File: src/rtl/cdram_pkg.sv
package cdram_pkg;
  // Strobes from the control section to the datapath
  typedef struct packed {
    logic fillCache;   // copy selected array row into the cache
    logic writeArray;  // store dataIn at open row / latched column
    logic writeCache;  // mirror that store into the cache copy
  } dpStrobe_t;
endpackage

File: src/rtl/cdram_ctrl.sv
module cdram_ctrl
  import cdram_pkg::*;
#(
  parameter int ROW_W = 11
) (
  input  logic             clk,
  input  logic             rst_n,
  input  logic             rowStrobeN,
  input  logic             refreshN,
  input  logic             writeReadSel,
  input  logic             chipSelN,
  input  logic             colLatchN,
  input  logic             writeEnN,
  input  logic [ROW_W-1:0] rowAddr,
  output dpStrobe_t        strobes,
  output logic [ROW_W-1:0] openRow,
  output logic             arrayAct,
  output logic [ROW_W-1:0] actRow,
  output logic             cacheHit,
  output logic             illegalOp
);
  logic             prevRs;
  logic             writeOpen;
  logic             prevBoth;
  logic             lrrValid;
  logic [ROW_W-1:0] lrrRow;
  logic [ROW_W-1:0] refCnt;

  logic rsFall, isRefresh, isIllegal, isWrite, isRead, readHit;
  logic bothLow, wrTrig;

  always_comb begin
    rsFall    = prevRs & ~rowStrobeN;
    isRefresh = rsFall & ~refreshN;
    isIllegal = rsFall & refreshN & chipSelN;
    isWrite   = rsFall & refreshN & ~chipSelN & writeReadSel;
    isRead    = rsFall & refreshN & ~chipSelN & ~writeReadSel;
    readHit   = isRead & lrrValid & (rowAddr == lrrRow);
    bothLow   = ~colLatchN & ~writeEnN;
    wrTrig    = writeOpen & bothLow & ~prevBoth;
    strobes.fillCache  = isRead & ~readHit;
    strobes.writeArray = wrTrig;
    strobes.writeCache = wrTrig & lrrValid & (openRow == lrrRow);
  end

  always_ff @(posedge clk or negedge rst_n) begin
    if (!rst_n) begin
      prevRs    <= 1'b1;
      writeOpen <= 1'b0;
      prevBoth  <= 1'b0;
      lrrValid  <= 1'b0;
      lrrRow    <= '0;
      refCnt    <= '0;
      openRow   <= '0;
      arrayAct  <= 1'b0;
      actRow    <= '0;
      cacheHit  <= 1'b0;
      illegalOp <= 1'b0;
    end else begin
      prevRs <= rowStrobeN;
      if (isWrite)         writeOpen <= 1'b1;
      else if (rowStrobeN) writeOpen <= 1'b0;
      prevBoth <= isWrite ? 1'b0 : bothLow;
      if (isWrite || isRead) openRow <= rowAddr;
      if (isRefresh) refCnt <= refCnt + ROW_W'(1);
      if (strobes.fillCache) begin
        lrrValid <= 1'b1;
        lrrRow   <= rowAddr;
      end
      arrayAct <= isRefresh | isWrite | strobes.fillCache;
      if (isRefresh)
        actRow <= refCnt;
      else if (isWrite || strobes.fillCache)
        actRow <= rowAddr;
      cacheHit  <= readHit;
      illegalOp <= isIllegal;
    end
  end
endmodule

File: src/rtl/cdram_datapath.sv
module cdram_datapath
  import cdram_pkg::*;
#(
  parameter int DATA_W       = 4,
  parameter int ARR_ROW_BITS = 2,
  parameter int ARR_COL_BITS = 3
) (
  input  logic                    clk,
  input  logic                    rst_n,
  input  dpStrobe_t               strobes,
  input  logic [ARR_ROW_BITS-1:0] fillRow,
  input  logic [ARR_ROW_BITS-1:0] writeRow,
  input  logic [ARR_COL_BITS-1:0] colIn,
  input  logic                    colLatchN,
  input  logic [DATA_W-1:0]       dataIn,
  input  logic                    outEnN,
  input  logic                    chipSelN,
  output logic [DATA_W-1:0]       dataOut,
  output logic                    dataValid
);
  localparam int ARR_ROWS = 1 << ARR_ROW_BITS;
  localparam int ARR_COLS = 1 << ARR_COL_BITS;

  logic [ARR_COL_BITS-1:0] colHeld;
  logic [ARR_COL_BITS-1:0] colAddr;
  logic [DATA_W-1:0]       mem   [ARR_ROWS][ARR_COLS];
  logic [DATA_W-1:0]       cache [ARR_COLS];

  // Transparent column latch: follows input while control high
  always_ff @(posedge clk or negedge rst_n) begin
    if (!rst_n)         colHeld <= '0;
    else if (colLatchN) colHeld <= colIn;
  end
  assign colAddr = colLatchN ? colIn : colHeld;

  // Array rows, one generated block per modelled row
  for (genvar r = 0; r < ARR_ROWS; r++) begin : g_row
    always_ff @(posedge clk or negedge rst_n) begin
      if (!rst_n) begin
        for (int c = 0; c < ARR_COLS; c++) mem[r][c] <= '0;
      end else if (strobes.writeArray && writeRow == ARR_ROW_BITS'(r)) begin
        mem[r][colAddr] <= dataIn;
      end
    end
  end

  // Cache row register, one generated block per column
  for (genvar c = 0; c < ARR_COLS; c++) begin : g_cache
    always_ff @(posedge clk or negedge rst_n) begin
      if (!rst_n)
        cache[c] <= '0;
      else if (strobes.fillCache)
        cache[c] <= mem[fillRow][c];
      else if (strobes.writeCache && colAddr == ARR_COL_BITS'(c))
        cache[c] <= dataIn;
    end
  end

  always_comb begin
    dataValid = ~outEnN & ~chipSelN;
    dataOut   = dataValid ? cache[colAddr] : '0;
  end
endmodule

File: src/rtl/cdram_ctrl_top.sv
module cdram_ctrl_top
  import cdram_pkg::*;
#(
  parameter int ROW_W        = 11,
  parameter int COL_W        = 9,
  parameter int DATA_W       = 4,
  parameter int ARR_ROW_BITS = 2,
  parameter int ARR_COL_BITS = 3
) (
  input  logic              clk,
  input  logic              rst_n,
  input  logic              rowStrobeN,
  input  logic              refreshN,
  input  logic              writeReadSel,
  input  logic              chipSelN,
  input  logic              colLatchN,
  input  logic              writeEnN,
  input  logic              outEnN,
  input  logic [ROW_W-1:0]  addrIn,
  input  logic [DATA_W-1:0] dataIn,
  output logic [DATA_W-1:0] dataOut,
  output logic              dataValid,
  output logic              cacheHit,
  output logic              arrayAct,
  output logic [ROW_W-1:0]  actRow,
  output logic              illegalOp
);
  localparam int COL_USED = (ARR_COL_BITS < COL_W) ? ARR_COL_BITS : COL_W;

  dpStrobe_t        strobes;
  logic [ROW_W-1:0] openRow;

  cdram_ctrl #(.ROW_W(ROW_W)) ctrl_i (
    .clk(clk), .rst_n(rst_n), .rowStrobeN(rowStrobeN), .refreshN(refreshN),
    .writeReadSel(writeReadSel), .chipSelN(chipSelN), .colLatchN(colLatchN),
    .writeEnN(writeEnN), .rowAddr(addrIn), .strobes(strobes), .openRow(openRow),
    .arrayAct(arrayAct), .actRow(actRow), .cacheHit(cacheHit), .illegalOp(illegalOp)
  );

  cdram_datapath #(
    .DATA_W(DATA_W), .ARR_ROW_BITS(ARR_ROW_BITS), .ARR_COL_BITS(COL_USED)
  ) dp_i (
    .clk(clk), .rst_n(rst_n), .strobes(strobes),
    .fillRow(addrIn[ARR_ROW_BITS-1:0]), .writeRow(openRow[ARR_ROW_BITS-1:0]),
    .colIn(addrIn[COL_USED-1:0]), .colLatchN(colLatchN), .dataIn(dataIn),
    .outEnN(outEnN), .chipSelN(chipSelN), .dataOut(dataOut), .dataValid(dataValid)
  );
endmodule

File: config.mk
export PLATFORM = sky130hd
export DESIGN_NAME = cdram_ctrl_top
export DESIGN_NICKNAME = d
export VERILOG_FILES = /design/src/rtl/cdram_pkg.sv /design/src/rtl/cdram_ctrl.sv /design/src/rtl/cdram_datapath.sv /design/src/rtl/cdram_ctrl_top.sv
export SDC_FILE = /design/constraint.sdc
export NUM_CORES = 1
export LEC_CHECK = 0
export ABC_AREA = 1
export BUFFER_PORTS_ARGS = -buffer_cell sky130_fd_sc_hd__buf_2
export CAP_MARGIN = 20
export CELL_PAD_IN_SITES_DETAIL_PLACEMENT = 1
export CELL_PAD_IN_SITES_GLOBAL_PLACEMENT = 1
export CORE_MARGIN = 2
export CORE_UTILIZATION = 47
export DETAILED_ROUTE_END_ITERATION = 8
export PLACE_DENSITY_LB_ADDON = 0.1
export SLEW_MARGIN = 20
export SYNTH_ARGS = -nofsm -noshare
export SYNTH_HDL_FRONTEND = slang
export SYNTH_SLANG_ARGS = --single-unit
File: constraint.sdc
create_clock -name clk -period 1.96 [get_ports clk]
set_input_delay 0.098 -clock clk [delete_from_list [all_inputs] [get_ports clk]]
set_output_delay 0.098 -clock clk [all_outputs]
set_load 0.005 [all_outputs]
# After elaboration in Yosys (flattened, before gate mapping)
# Index checks and enable logic that the tools add are counted.
[word_totals]
word_cells = 159
input_bits = 24
reg_bits = 214
out_inout_bits = 19
[classes]
magnitude_cmp = 3
n_bitwise = 29
reduce_logical = 27
mux = 35
n_eq_ne = 12
addsub = 1
[op_table]
columns = ["op", "count"]
rows = [
  ["$bwmux 32", 4],
  ["$mux 4", 20],
  ["$bmux 32 s2", 1],
  ["$mux 32", 2],
  ["$eq 11x11->1", 2],
  ["$mux 11", 2],
  ["$reduce_bool 2->1", 10],
  ["$and 1x1->1", 16],
  ["$logic_and 1x1->1", 13],
  ["$bmux 4 s3", 1],
  ["$demux 4 s3", 1],
  ["$eq 3x3->1 const B", 4],
  ["$add 11x1->11 const B", 1],
  ["$not 1->1", 9],
  ["$eq 3x2->1 const B", 2],
  ["$eq 2x2->1 const B", 2],
  ["$ge 4x4->1 const B", 1],
  ["$lt 4x1->1 const B", 1],
  ["$not 3->4", 1],
  ["$eq 3x1->1 const B", 1],
  ["$ge 3x3->1 const B", 1],
  ["$logic_not 3->1", 1],
  ["$mux 1", 3],
  ["$mux 3", 1],
  ["other kinds (5)", 7],
]

# Depth between registers and ports, before layout
[logic_depth]
depth_word = 12
mapped_depth = 12
depth_no_buf = 11

# Cells and area by module
# From an unflattened synthesis, not the netlist that was laid out.
[hier_totals]
hier_cells = 1302
area_unflattened_um2 = 10211.0
[modules_own_cells]
columns = ["mod", "cells_each", "area_per_inst_um2", "seq_area_each_um2", "instances"]
rows = [
  ["cdram_datapath", 996, 7733.7, 4078.9, 1],
  ["cdram_ctrl", 306, 2477.4, 1277.5, 1],
]

# Least setup slack after synthesis
# Ideal clock, no wire load.
[synth_timing]
path_kind = "register to register"
startpoint = "register ctrl_i.prevRs"
endpoint = "register ctrl_i.refCnt[7]"
arrival_time_ns = 1.674
synth_period_minus_slack_ns = 1.796
path_stages_with_launch = 9
setup_slack_ns = 0.164
setup_ns = 0.121
path_buffers = 0
t_required_ns = 1.839
path_cell_list = "dfstp_2 -> inv_1 -> nor2_1 -> nand2_1 -> nor2_1 -> nand3_1 -> nor3_1 -> nand2_1 -> xor2_1"
[synth_between]
elab_chain_cells = 2
[synth_rtl]
columns = ["element", "line", "rtl"]
rows = [
  ["from (decl)", "cdram_ctrl.sv:22", "logic prevRs;"],
  ["from (signal assigned)", "cdram_ctrl.sv:60", "prevRs <= rowStrobeN;"],
  ["$and 1x1->1", "cdram_ctrl.sv:33", "rsFall = prevRs & ~rowStrobeN;"],
  ["$and 1x1->1", "cdram_ctrl.sv:34", "isRefresh = rsFall & ~refreshN;"],
  ["to (signal assigned)", "cdram_ctrl.sv:65", "if (isRefresh) refCnt <= refCnt + ROW_W'(1);"],
  ["to (decl)", "cdram_ctrl.sv:27", "logic [ROW_W-1:0] refCnt;"],
]
# Every way passes these cells.
# A chain may end at the register's enable or synchronous reset.

# Worst setup path after layout
[layout_timing]
startpoint = "register dp_i.colHeld[1]"
endpoint = "output port dataOut[3]"
[layout_between]
elab_chain_cells = 6
[layout_rtl]
columns = ["element", "line", "rtl"]
rows = [
  ["from (decl)", "cdram_datapath.sv:24", "logic [ARR_COL_BITS-1:0] colHeld;"],
  ["from (signal assigned)", "cdram_datapath.sv:32", "else if (colLatchN) colHeld <= colIn;"],
  ["$mux 3", "cdram_datapath.sv:34", "assign colAddr = colLatchN ? colIn : colHeld;"],
  ["$not 3->4 (not written as such)", "cdram_datapath.sv:61", "dataOut = dataValid ? cache[colAddr] : '0;"],
  ["$bmux 4 s3", "cdram_datapath.sv:61", ""],
  ["$mux 4 (not written as such) (2 in a row)", "cdram_datapath.sv:61", ""],
  ["$mux 4", "cdram_datapath.sv:61", ""],
  ["to (decl)", "cdram_ctrl_top.sv:21", "output logic [DATA_W-1:0] dataOut,"],
]
# Every way passes these cells. The select of a mux whose other input is x is not followed.

==> results.cfg <==
[detailed_routing]
vias = 9261
drc = 0
firstDrtPassIters = 5
via_per_inst = 5.67
ant_nets = 0
wl_per_cell_um = 20.0
drt_iter0_markers = 550
drt-total-wl_um = 32700

[critical_path]
worstSetupPathType = reg2out
end_kind = output pin
worstPathArrival_ns = 1.97
crit_required_ns = 1.86
critPathMaxFanout = 6
cp-start-kind = flop

[final_layout]
drive_gt1_frac = 0.140
seq_area_mm2 = 0.00536
multi_input_area_mm2 = 0.00431
num-fill-cells = 2538
stdcell_area_mm2 = 0.0121
fin_nets = 1364
syn_to_final_growth_pct = 19.8
diodes = 0

[sta]
finalSetupViolCount = 4
setup_ws_ns = -0.105
rsz0062_at_grt = true
maxSlewViolCount = 0
slew_headroom = 0.691
finalHoldViolations = 0
fmax_mhz = 484
fin_crit_sh = 1.05
tightest_slew_ns = 0.463
finClkSkew_ns = 0.0123
fin_crit_ns = 2.07

[clocking]
cts_tree = yes
clock-sinks = 214
clk_pin_slew_ns = 0.06
h-tree-depth = 1
cts_buffers = 25
clock_latency_ns = 0.53
clockRootBuffer = clkbuf_16
ctsLongestPathBuffers = 3

[flow_run]
drv_cap = 0

[global_route]
grt_usage = 0.291
grt_max_degree = 65
antenna_found_initial = 0
first_global_vias = 9417
grt.overflow.total = 0
grt_first_pass_wirelength_um = 51500

[yosys]
yosysSeqAreaShare = 0.530
synth_top_area_share = 0.527
synth_edf_count = 0
synth_area_mm2 = 0.0101
postSynthCellCount = 1259
avgSynthCellArea_um2 = 8.03
ys_warn_count = 0
ys_ff_latch = 214
synth-async-reset-ratio = 1.00
yosysUniqueCellTypes = 33
yosysTopAreaCell = dfrtp_1
synth_fp_nets = 1284
synth_ff_type = dfrtp_1
synthTopCellsByArea = dfrtp_1 53%, nand2_1 12%, o21ai_0 10%, nand3_1 7.6%, nor2_1 4.4%

[die]
coreArea_mm2 = 0.0211
rows = 53
die_h_um = 151
die_area_mm2 = 0.0227
initial_core_util = 0.479
io_pins = 43
die_w_um = 151

[outcome]
status = finished with violations
violations = setup timing

[pwr]
power.leakage_uw = 0.00572
power_density_mw_per_mm2 = 964
max-vdd-ir-drop_v = 0.000730

[place]
hpwlAfterDp_um = 21100
gp_congestion = 0.791
post-place-ws_ns = 0.0453
io_buffers = 42
dpl_cell_area_mm2 = 0.0108

[worst_hold_path]
hold_class = in2reg
==> metal layers <==
layer / part of all wire / track usage / vias up
li1: - / - / 4340
met1: 0.47 / 0.424 / 4624
met2: 0.46 / 0.458 / 242
met3: 0.051 / 0.0485 / 55
met4: 0.022 / 0.0664 / 0
met5: 0 / 0 / -
==> logic make-up (layout without fill, tap and decap cells) <==
| family | Yosys count | count (layout) | share of synthesized area |
|---|---|---|---|
| AND/OR/NAND/NOR | 629 | 629 | 0.268 |
| XOR/XNOR | 9 | 9 | 0.00780 |
| flip-flops | 214 | 214 | 0.530 |
| buffers and inverters | 136 | 235 | 0.0540 |
| AO/OA/AOI/OAI | 270 | 270 | 0.139 |
| adder cells (fa/ha/maj) | 1 | 1 | 0.00124 |
==> placed cells by master (no fill, tap or decap), drive strengths merged, types with 21 or more instances in the layout <==
cell type | synthesis | final
buf | 12 | 88
clkbuf | 46 | 38
dfrtp | 213 | 213
dlygate4sd3 | 0 | 21
inv | 76 | 77
nand2 | 323 | 323
nand3 | 154 | 154
nor2 | 134 | 134
o21ai | 232 | 232
o22ai | 32 | 32
==> cells in the mapped netlist (2+ instances only) <==
master    instances
a21oi_1           4
buf_2             6
buf_4             3
buf_6             2
clkbuf_1         45
clkinv_1          2
dfrtp_1         213
inv_1            72
inv_2             4
nand2_1         316
nand2_2           6
nand3_1         154
nand4_1           7
nor2_1          118
nor2_2           10
nor2_4            6
nor3_2            4
o21ai_0         211
o21ai_1          18
o21ai_2           3
o22ai_1          32
or2_2             5
xnor2_1           2
xor2_1            7
==> cell type report <==
type / instances / share of cell area
repair buffers: 111 / 0.0775
clock buffers: 36 / 0.0608
flip-flops and latches: 214 / 0.442
inverters: 78 / 0.0242
well taps: 275 / 0.0284
multi-input cells: 909 / 0.356
clock inverters: 10 / 0.0108
==> timing repair <==
item / CTS / global route
setup buffers: 2 / 4
pin swaps: 4 / 6
gates cloned: 0 / 1
resized for setup: 10 / 26
endpoints found under the hold margin: 267 / 0
endpoints found under the setup margin: 5 / 62
hold buffers: 21 / 0
==> path summary, 6_finish.rpt <==
check / start / to / slack, ns / cells past startpoint
worst max-delay path: dp_i.colHeld[1] / dataOut[3] / -0.11 / 8
worst min-delay path: addrIn[1] / dp_i.colHeld[1] / 0.05 / 3
worst max register to register: ctrl_i.prevRs / ctrl_i.refCnt[10] / 0.09 / 9
worst min register to register: dp_i.mem[39] / dp_i.mem[39] / 0.48 / 2
max in group asynchronous: rst_n / dp_i.mem[75] / 1.17 / 3
min in group asynchronous: rst_n / ctrl_i.arrayAct / 0.08 / 2
==> stage by stage <==
| step | utilization | power, uW | cells | setup TNS (ns) | hold WS (ns) |
|---|---|---|---|---|---|
| final | 0.574 | 11700 | 1633 | -0.284 | 0.0514 |
| after CTS | 0.567 | 11700 | 1629 | -0.355 | 0.00221 |
| after global routing | 0.574 | 12200 | 1633 | -0.719 | 0.0503 |
| after detailed placement | 0.514 | 6720 | 1560 | 0 | 0.0675 |
| after global placement | 0.514 | 6640 | 1560 | 0 | 0.0684 |
| after floorplan | - | 6040 | 1259 | 0 | -0.198 |
==> critical path, stage by stage (launching register included) <==
cell and delay [ns]:
dfrtp_1 0.42, o21ai_4 0.24, nand2_4 0.12, or2_4 0.26, nand4_1 0.10, nand2_1 0.08
nand2_1 0.07, nor2_1 0.04, buf_2 0.12
==> sequential cells by signal (all words and copies together) (netlist names), 3 cells and up <==
register        count
dp_i.cache         32
ctrl_i.openRow     11
ctrl_i.refCnt      11
ctrl_i.actRow      11
dp_i.mem          128
dp_i.colHeld        3
ctrl_i.lrrRow      11
==> power by group <==
group          switching, uW  total (uW)  internal [uW]
Combinational           1060        1680            616
Sequential               314        5120           4810
Clock                   1880        4880           3000
Total                   3260       11700           8420
(Power assumes the default switching activity.)
